File: src/rtl/irq_pend_pkg.sv
package irq_pend_pkg;

   typedef enum logic {
      TRIG_LEVEL = 1'b0,
      TRIG_EDGE  = 1'b1
   } trig_mode_e;

   localparam int unsigned DEF_NUM_IRQ = 32;
   localparam int unsigned DEF_NUM_SGI = 16;
   localparam int unsigned DEF_NUM_CPU = 4;

endpackage

File: src/rtl/irq_pend_cell.sv
module irq_pend_cell
   import irq_pend_pkg::*;
(
   input  logic clk_i,
   input  logic rst_ni,
   input  logic line_i,
   input  logic edge_mode_i,
   input  logic set_i,
   input  logic clr_i,
   input  logic ack_i,
   output logic pend_o
);

   logic lat_q;
   logic lvl_q;
   logic rise;
   logic is_edge;

   assign is_edge = (trig_mode_e'(edge_mode_i) == TRIG_EDGE);
   assign rise    = line_i & ~lvl_q;

   always_ff @(posedge clk_i) begin
      if (!rst_ni) begin
         lat_q <= 1'b0;
         lvl_q <= 1'b0;
      end else begin
         lvl_q <= line_i;
         lat_q <= set_i | (is_edge & rise) | (lat_q & ~clr_i & ~ack_i);
      end
   end

   assign pend_o = lat_q | (~is_edge & lvl_q);

   a_r3_edge_capture : assert property (@(posedge clk_i) disable iff (!rst_ni)
      (is_edge && rise) |=> lat_q);

   a_r5_fall_keeps_latch : assert property (@(posedge clk_i) disable iff (!rst_ni)
      (lvl_q && !line_i && !set_i && !clr_i && !ack_i) |=> (lat_q == $past(lat_q)));

   a_r6_level_survives_clear : assert property (@(posedge clk_i) disable iff (!rst_ni)
      (clr_i && !set_i && !is_edge && line_i) |=> (pend_o || edge_mode_i));

   a_r7_set_sticks : assert property (@(posedge clk_i) disable iff (!rst_ni)
      set_i |=> pend_o);

   a_r8_edge_beats_clear : assert property (@(posedge clk_i) disable iff (!rst_ni)
      (is_edge && rise && (clr_i || ack_i)) |=> lat_q);

endmodule

File: src/rtl/irq_sgi_src_cell.sv
module irq_sgi_src_cell #(
   parameter int unsigned NUM_CPU = irq_pend_pkg::DEF_NUM_CPU,
   localparam int unsigned CPU_W  = $clog2(NUM_CPU)
) (
   input  logic               clk_i,
   input  logic               rst_ni,
   input  logic [NUM_CPU-1:0] raise_i,
   input  logic               ack_i,
   output logic               any_o,
   output logic [CPU_W-1:0]   low_o
);

   logic [NUM_CPU-1:0] src_q;
   logic [NUM_CPU-1:0] retire;
   logic [CPU_W-1:0]   low;

   always_comb begin
      low = '0;
      for (int s = NUM_CPU - 1; s >= 0; s--) begin
         if (src_q[s]) low = CPU_W'(s);
      end
   end

   assign any_o  = |src_q;
   assign low_o  = low;
   assign retire = (ack_i && any_o) ? (NUM_CPU'(1) << low) : '0;

   always_ff @(posedge clk_i) begin
      if (!rst_ni) src_q <= '0;
      else         src_q <= raise_i | (src_q & ~retire);
   end

   a_r10_raise_sets : assert property (@(posedge clk_i) disable iff (!rst_ni)
      (raise_i != '0) |=> ((src_q & $past(raise_i)) == $past(raise_i)));

   a_r11_retire_one : assert property (@(posedge clk_i) disable iff (!rst_ni)
      (ack_i && any_o && raise_i == '0) |=> ($countones(src_q) + 1 == $countones($past(src_q))));

   a_r11_lowest_pick : assert property (@(posedge clk_i) disable iff (!rst_ni)
      any_o |-> (src_q[low_o] && ((src_q & ((NUM_CPU'(1) << low_o) - NUM_CPU'(1))) == '0)));

   a_r12_empty_ack_idle : assert property (@(posedge clk_i) disable iff (!rst_ni)
      (ack_i && !any_o && raise_i == '0) |=> !any_o);

endmodule

File: src/rtl/irq_pend_ctrl.sv
module irq_pend_ctrl
   import irq_pend_pkg::*;
#(
   parameter int unsigned NUM_IRQ = DEF_NUM_IRQ,
   parameter int unsigned NUM_SGI = DEF_NUM_SGI,
   parameter int unsigned NUM_CPU = DEF_NUM_CPU,
   localparam int unsigned NUM_PER = NUM_IRQ - NUM_SGI,
   localparam int unsigned CPU_W   = $clog2(NUM_CPU),
   localparam int unsigned SGI_W   = $clog2(NUM_SGI),
   localparam int unsigned ID_W    = $clog2(NUM_IRQ),
   localparam int unsigned NUM_PAIR = NUM_CPU * NUM_SGI
) (
   input  logic                clk_i,
   input  logic                rst_ni,
   input  logic [NUM_PER-1:0]  line_i,
   input  logic [NUM_PER-1:0]  trig_edge_i,
   input  logic                set_wr_i,
   input  logic                clr_wr_i,
   input  logic [NUM_PER-1:0]  wr_mask_i,
   input  logic                sgi_req_i,
   input  logic [CPU_W-1:0]    sgi_src_i,
   input  logic [SGI_W-1:0]    sgi_id_i,
   input  logic [NUM_CPU-1:0]  sgi_tgt_i,
   input  logic                ack_i,
   input  logic [CPU_W-1:0]    ack_cpu_i,
   input  logic [ID_W-1:0]     ack_id_i,
   output logic [NUM_PER-1:0]  per_pend_o,
   output logic [NUM_PAIR-1:0] sgi_pend_o,
   output logic                ack_src_vld_o,
   output logic [CPU_W-1:0]    ack_src_o
);

   if (NUM_CPU < 2) begin : g_bad_cpu
      $error("irq_pend_ctrl: NUM_CPU must be at least 2");
   end
   if (NUM_SGI < 2 || NUM_SGI >= NUM_IRQ) begin : g_bad_sgi
      $error("irq_pend_ctrl: NUM_SGI must be in [2, NUM_IRQ)");
   end

   logic               ack_sgi;
   logic [NUM_PAIR-1:0] pair_ack;
   logic [CPU_W-1:0]   pair_low [NUM_PAIR];
   logic               sel_any;
   logic [CPU_W-1:0]   sel_low;
   logic               vld_q;
   logic [CPU_W-1:0]   src_q;

   assign ack_sgi = ack_i && (ack_id_i < ID_W'(NUM_SGI));

   for (genvar i = 0; i < NUM_PER; i++) begin : g_per
      logic per_ack;
      assign per_ack = ack_i && (ack_id_i == ID_W'(NUM_SGI + i));
      irq_pend_cell u_cell (
         .clk_i       (clk_i),
         .rst_ni      (rst_ni),
         .line_i      (line_i[i]),
         .edge_mode_i (trig_edge_i[i]),
         .set_i       (set_wr_i & wr_mask_i[i]),
         .clr_i       (clr_wr_i & wr_mask_i[i]),
         .ack_i       (per_ack),
         .pend_o      (per_pend_o[i])
      );
   end

   for (genvar t = 0; t < NUM_CPU; t++) begin : g_tgt
      for (genvar n = 0; n < NUM_SGI; n++) begin : g_sgi
         logic [NUM_CPU-1:0] raise;
         for (genvar s = 0; s < NUM_CPU; s++) begin : g_src
            assign raise[s] = sgi_req_i && sgi_tgt_i[t] &&
                              (sgi_id_i == SGI_W'(n)) && (sgi_src_i == CPU_W'(s));
         end
         assign pair_ack[t*NUM_SGI+n] = ack_sgi && (ack_cpu_i == CPU_W'(t)) &&
                                        (ack_id_i == ID_W'(n));
         irq_sgi_src_cell #(.NUM_CPU(NUM_CPU)) u_src (
            .clk_i   (clk_i),
            .rst_ni  (rst_ni),
            .raise_i (raise),
            .ack_i   (pair_ack[t*NUM_SGI+n]),
            .any_o   (sgi_pend_o[t*NUM_SGI+n]),
            .low_o   (pair_low[t*NUM_SGI+n])
         );
      end
   end

   always_comb begin
      sel_any = 1'b0;
      sel_low = '0;
      for (int p = 0; p < NUM_PAIR; p++) begin
         if (pair_ack[p]) begin
            sel_any = sgi_pend_o[p];
            sel_low = pair_low[p];
         end
      end
   end

   always_ff @(posedge clk_i) begin
      if (!rst_ni) begin
         vld_q <= 1'b0;
         src_q <= '0;
      end else begin
         vld_q <= sel_any;
         src_q <= sel_any ? sel_low : '0;
      end
   end

   assign ack_src_vld_o = vld_q;
   assign ack_src_o     = src_q;

   a_r9_periph_ack_silent : assert property (@(posedge clk_i) disable iff (!rst_ni)
      (ack_i && !ack_sgi) |=> (!ack_src_vld_o && ack_src_o == '0));

   a_r11_ack_reports : assert property (@(posedge clk_i) disable iff (!rst_ni)
      (ack_sgi && sel_any) |=> ack_src_vld_o);

   a_r12_invalid_zero : assert property (@(posedge clk_i) disable iff (!rst_ni)
      !ack_src_vld_o |-> (ack_src_o == '0));

   a_r10_one_ack_pair : assert property (@(posedge clk_i) disable iff (!rst_ni)
      $onehot0(pair_ack));

endmodule

File: config.mk
export PLATFORM = sky130hd
export DESIGN_NAME = irq_pend_ctrl
export DESIGN_NICKNAME = d
export VERILOG_FILES = /design/src/rtl/irq_pend_pkg.sv /design/src/rtl/irq_pend_cell.sv /design/src/rtl/irq_sgi_src_cell.sv /design/src/rtl/irq_pend_ctrl.sv
export SDC_FILE = /design/constraint.sdc
export NUM_CORES = 1
export LEC_CHECK = 0
export CAP_MARGIN = 20
export CORE_MARGIN = 2
export CORE_UTILIZATION = 53
export DETAILED_ROUTE_END_ITERATION = 16
export PLACE_DENSITY = 0.76
export REMOVE_ABC_BUFFERS = 1
export SLEW_MARGIN = 20
export SYNTH_ARGS = -nofsm -noshare
export SYNTH_HDL_FRONTEND = slang
export SYNTH_HIERARCHICAL = 1
export SYNTH_SLANG_ARGS = --single-unit
File: constraint.sdc
create_clock -name clk_i -period 2.05 [get_ports clk_i]
set_input_delay 0.205 -clock clk_i [delete_from_list [all_inputs] [get_ports clk_i]]
set_output_delay 0.205 -clock clk_i [all_outputs]
set_load 0.05 [all_outputs]
; ---- After elaboration in Yosys (flattened, before gate mapping)
; Index checks and enable logic that the tools add are counted.
[op_classes]
order_cmp = 1
n_reduce_logical = 542
bitwise = 416
mux = 448
shifts = 64
n_eq_ne = 52
[op_table]
columns = op, n
row1 = two-way mux 2 bit, 320
row2 = logical AND 1 bit, 473
row3 = AND 4 bit, 64
row4 = two-way mux 4 bit, 64
row5 = inverter 4 bit, 64
row6 = OR 4 bit, 64
row7 = OR reduction 4 bit, 64
row8 = left shift 1 x 2 -> 4 bit (first input constant), 64
row9 = AND 1 bit, 112
row10 = equality test 5 bit (second input constant), 16
row11 = two-way mux 1 bit, 64
row12 = inverter 1 bit, 64
row13 = OR 1 bit, 48
row14 = equality test 5 x 4 -> 1 bit (second input constant), 8
row15 = equality test 4 bit (second input constant), 8
row16 = equality test 5 x 3 -> 1 bit (second input constant), 4
row17 = equality test 4 x 3 -> 1 bit (second input constant), 4
row18 = equality test 5 x 2 -> 1 bit (second input constant), 2
row19 = equality test 2 bit (second input constant), 4
row20 = equality test 4 x 2 -> 1 bit (second input constant), 2
row21 = equality test 5 x 1 -> 1 bit (second input constant), 1
row22 = zero test 5 bit, 1
row23 = < comparator 5 bit (second input constant), 1
row24 = equality test 2 x 1 -> 1 bit (second input constant), 2
row25 = 4 further kinds, 5
[totals]
input_bits = 71
reg_bits = 291

; ---- Logic depth before layout (Yosys ltp)
[depth]
depth_word = 69
ltp_mapped = 11
ltp_nobuf = 11

; ---- Hierarchy
; The synthesis kept the hierarchy.
[modules_own_cells]
columns = mod, cells_per_inst, instances, area_each_um2
row1 = irq_sgi_src_cell, 21, 64, 170.2
row2 = irq_pend_ctrl, 924, 1, 4773.3
row3 = irq_pend_cell, 8, 16, 83.8

; ---- Worst setup path before layout
; OpenSTA, ideal clock, no wires.
[synth_path]
path_kind = reg2reg
startpoint = reg g_tgt[1].g_sgi[3].u_src.src_q[0]
endpoint = reg src_q[0], in the netlist ack_src_o[0]
required_ns = 1.931
path_slack_ns = -0.308
path_stages_with_launch = 11
t_arrival_ns = 2.239
cell_sequence = dfxtp_1 > nor2_2 > nand2_1 > and4b_1 > o21ai_1 > nand4_1 > a22o_1 > o31a_1 > a211oi_2 > o211ai_2 > o221a_2
[synth_between]
elab_chain_len = 47
[synth_rtl]
columns = element, line_no
row1 = "start, declared", irq_sgi_src_cell.sv:13  ; logic [NUM_CPU-1:0] src_q;
row2 = "start signal, assigned", irq_sgi_src_cell.sv:30  ; else src_q <= raise_i | (src_q & ~retire);
row3 = OR reduction 4 bit, irq_sgi_src_cell.sv:24  ; assign any_o = |src_q;
row4 = via sgi_pend_o[19], irq_pend_ctrl.sv:28  ; output logic [NUM_PAIR-1:0] sgi_pend_o,
row5 = two-way mux 1 bit (45 in series), irq_pend_ctrl.sv:89  ; if (pair_ack[p]) begin
row6 = AND reduction 2 bit (no line), n/a
row7 = "end signal, assigned", irq_pend_ctrl.sv:102  ; src_q <= sel_any ? sel_low : '0;
row8 = "end, declared", irq_pend_ctrl.sv:46  ; logic [CPU_W-1:0] src_q;
; The timed path passes the listed nets, and every way through them passes these cells.
; A chain may end at the register's enable or synchronous reset.

==> summary.txt <==
Status
  • Status: finished with violations
  • Failing checks: setup timing

Yosys
  • Seq cells post-synth: 291
  • Yosys warning count: 6
  • Post-Syn Area per Cell: 7.097 µm²
  • Seq/Total Area, Yosys: 34.26%
  • Cell with the most instances after synthesis: nor2_1
  • Predominant post-synthesis flop cell: dfxtp_1
  • Synth top area share: 34.26%
  • Post-synth top cells: nor2_1 (564), dfxtp_1 (291), a21oi_1 (210)
  • Largest area contributor in the netlist: dfxtp_1
  • EDFF count, synth: 0
  • Synth top area cells: dfxtp_1 (34%), nor2_1 (12%), a21oi_1 (6.2%), o21a_1 (5.8%), nor2b_1 (5.1%)
  • Post-Syn Area: 0.01701 mm²
  • Syn Inst Count: 2396
  • Yosys cell types: 84
  • Asr flop ratio synth: 0%

Power
  • Cell Pwr Density: 583.2 mW/mm²
  • Share of power burned in registers: 41.7%
  • P_sw: 3.611 mW
  • Clock share of power: 45.3%
  • Int Power: 10.19 mW
  • Pleak: 10.17 nW
  • Final Power: 13.80 mW
  • Net Sw Frac: 26.17%
  • Max IR drop VDD: 612.8 µV
  • Gate power share: 13.0%

Critical path
  • CP Data Arrival Time: 2.81 ns
  • Kind of critical path: reg2reg
  • Worst setup SP type: flip-flop
  • Worst path required time: 2.52 ns
  • Setup crit end kind: flip-flop
  • CP Max Fanout: 3

Route
  • Number of nets with antenna violations after routing: 0
  • Router iterations before antenna repair: 6
  • Initial drt markers: 2121
  • Routed wire length per instance: 21.16 µm
  • Vias: 20.40k
  • Post-route DRC: 0
  • Routed WL: 71700 µm
  • DR vias/cell: 6.018

Layout
  • Finished Layout Cells: 3389
  • Layout cells sized above 1: 24.08%
  • Util after Layout: 74.99%
  • Layout area overhead: 39.15%
  • Final Net Count: 3031

Timing
  • RSZ-0062 raised after global routing: yes
  • Actual slew at the worst max-slew pin: 0.6859 ns
  • Tcrit/Tclk final: 114.3%
  • PnR worst setup slack: -0.2939 ns
  • Final min period: 2.344 ns
  • Slew headroom: 54.28%
  • Final setup fails: 3
  • Pins Over Slew Limit: 0
  • Fin. Hold Viols: 0
  • Clk_skew: 0.01699 ns
  • Max Freq: 426.6 MHz

Floorplanning
  • Die height: 183.1 µm
  • Die Wd: 183.1 µm
  • CORE AREA: 0.03156 mm²
  • Initial core utilization: 53.89%
  • Core Rows: 65
  • Die ar.: 0.03353 mm²
  • IO Pins: 154

Global routing
  • Largest net degree at the start of global routing: 160
  • Gr ovfl total: 0
  • First-pass GRT wire length: 108400 µm
  • Initial antenna violation count: 1
  • Vias in the first global route: 19.65k
  • Tot GR Track Use: 41.62%

Clocking
  • Longest Clk Path Bufs: 3
  • TritonCTS Buffers: 34
  • Total clock sinks: 291
  • CTS H-tree depth: 2
  • CTS tree: done
  • Worst-path clk slew: 0.06 ns
  • Clk root buf: clkbuf_16
  • Skew-Pair Late Insertion Delay: 0.54 ns

Placement
  • Port buffer count: 153
  • DP Wirelength: 53890 µm
  • Post-placement cell count: 3310
  • Pre-CTS setup slack: -1.003 ns
  • Placer congestion estimate: 1.088

Flow run
  • Max-Cap Viols: 0

Hold path
  • Hold WC Path Type: in2reg
[layer usage]
| layer | wire length [µm] | global-route usage (%) |
|---|---|---|
| met5 | 0 | 0 |
| met4 | 4985 | 25.54 |
| met3 | 7274 | 8.558 |
| met2 | 32160 | 66.97 |
| met1 | 27290 | 51.28 |
[layout make-up]
type / count / area, µm²
clock buffer: 49 / 1021
inverter: 92 / 345.3
sequential: 291 / 5838
timing repair buffer: 603 / 5084
fill: 2434 / 7893
tap: 402 / 503.0
clock inverter: 13 / 121.4
multi-input combinational: 1938 / 10750
antenna: 1 / 2.502
[path summary, 6_finish.rpt]
path	startpoint	endpoint	slack, ns	depth (start not counted)
worst max-delay path	g_tgt[1].g_sgi[0].u_src/src_q[3]	ack_src_o[1]	-0.29	11
worst min-delay path	line_i[14]	g_per[14].u_cell/lvl_q	0.26	2
worst max register to register	g_tgt[1].g_sgi[0].u_src/src_q[3]	ack_src_o[1]	-0.29	11
worst min register to register	g_tgt[0].g_sgi[15].u_src/src_q[2]	g_tgt[0].g_sgi[15].u_src/src_q[3]	0.54	2
[cells by family (layout without fill, tap and decap cells)]
group	count (synthesis)	after routing	synth area share [%]
compound gates	658	658	24.91
buf+inv	167	757	4.282
flops	291	291	34.26
mux	5	5	0.2943
other cells	0	1	0
simple gates	1275	1275	36.25
[power by group through the flow]
stage,Sequential (mW),Clock [mW],Combinational [mW]
final,5.76,6.24,1.79
after global routing,5.77,6.52,1.86
after CTS,5.76,6.28,1.73
after detailed placement,5.88,0,1.70
after global placement,5.88,0,1.68
after floorplan,5.88,0,0.706
[critical path, stage by stage, from the launching register on]
cell and delay (ns):
dfxtp_1 0.37, nor2_1 0.07, nor3_1 0.21, nor2_1 0.07
o21ai_0 0.23, a41oi_1 0.19, a22oi_1 0.29, buf_4 0.18
o21ai_0 0.08, buf_4 0.14, a211oi_2 0.24, o311a_1 0.21
[metrics by stage]
step	hold slack, ns	instance area (µm²)	TNS [ns]
finish	0.2566	23660	-0.5809
floorplan	0.3225	16620	-0.8003
detailed placement	0.5188	22130	-82.40
global placement	0.5166	22130	-72.31
CTS	0.2471	23500	-0.4174
global route	0.2662	23660	-0.7469
[flip-flops by register name, indices dropped and copies added, names as in the netlist]
register	count
ack_src_o	2
ack_src_vld_o	1
g_per.u_cell/lat_q	16
g_per.u_cell/lvl_q	16
g_tgt.g_sgi.u_src/src_q	256
[repair_timing]
action / in CTS / in global routing
endpoints found under the setup margin: 49 / 25
pin swaps: 9 / 32
hold buffers: 1 / 0
hold endpoints to repair: 6 / 0
resized for setup: 84 / 47
buffers inserted: 10 / 5
cloned: 0 / 1
[placed cells by master, fill, tap and decap left out, types with 10 or more instances in the layout]
cell / netlist / final
a21o_2: 16 / 16
a21oi_1: 210 / 209
a22oi_1: 11 / 10
a31oi_1: 73 / 72
and2_1: 56 / 56
and3b_1: 17 / 17
buf_12: 0 / 23
buf_4: 6 / 455
clkbuf_16: 0 / 38
clkdlybuf4s50_1: 0 / 82
dfxtp_1: 291 / 283
dlygate4sd2_1: 0 / 29
inv_1: 88 / 88
nand2_1: 175 / 167
nand2_2: 5 / 13
nand2b_1: 78 / 76
nand3_1: 19 / 18
nor2_1: 564 / 550
nor2_2: 72 / 77
nor2_4: 1 / 10
nor2b_1: 138 / 137
nor3_1: 95 / 93
nor3b_1: 16 / 16
o21a_1: 131 / 131
o21ai_0: 93 / 90
o22ai_1: 15 / 15
o31a_1: 17 / 17
Power figures use the tool's default switching activity.
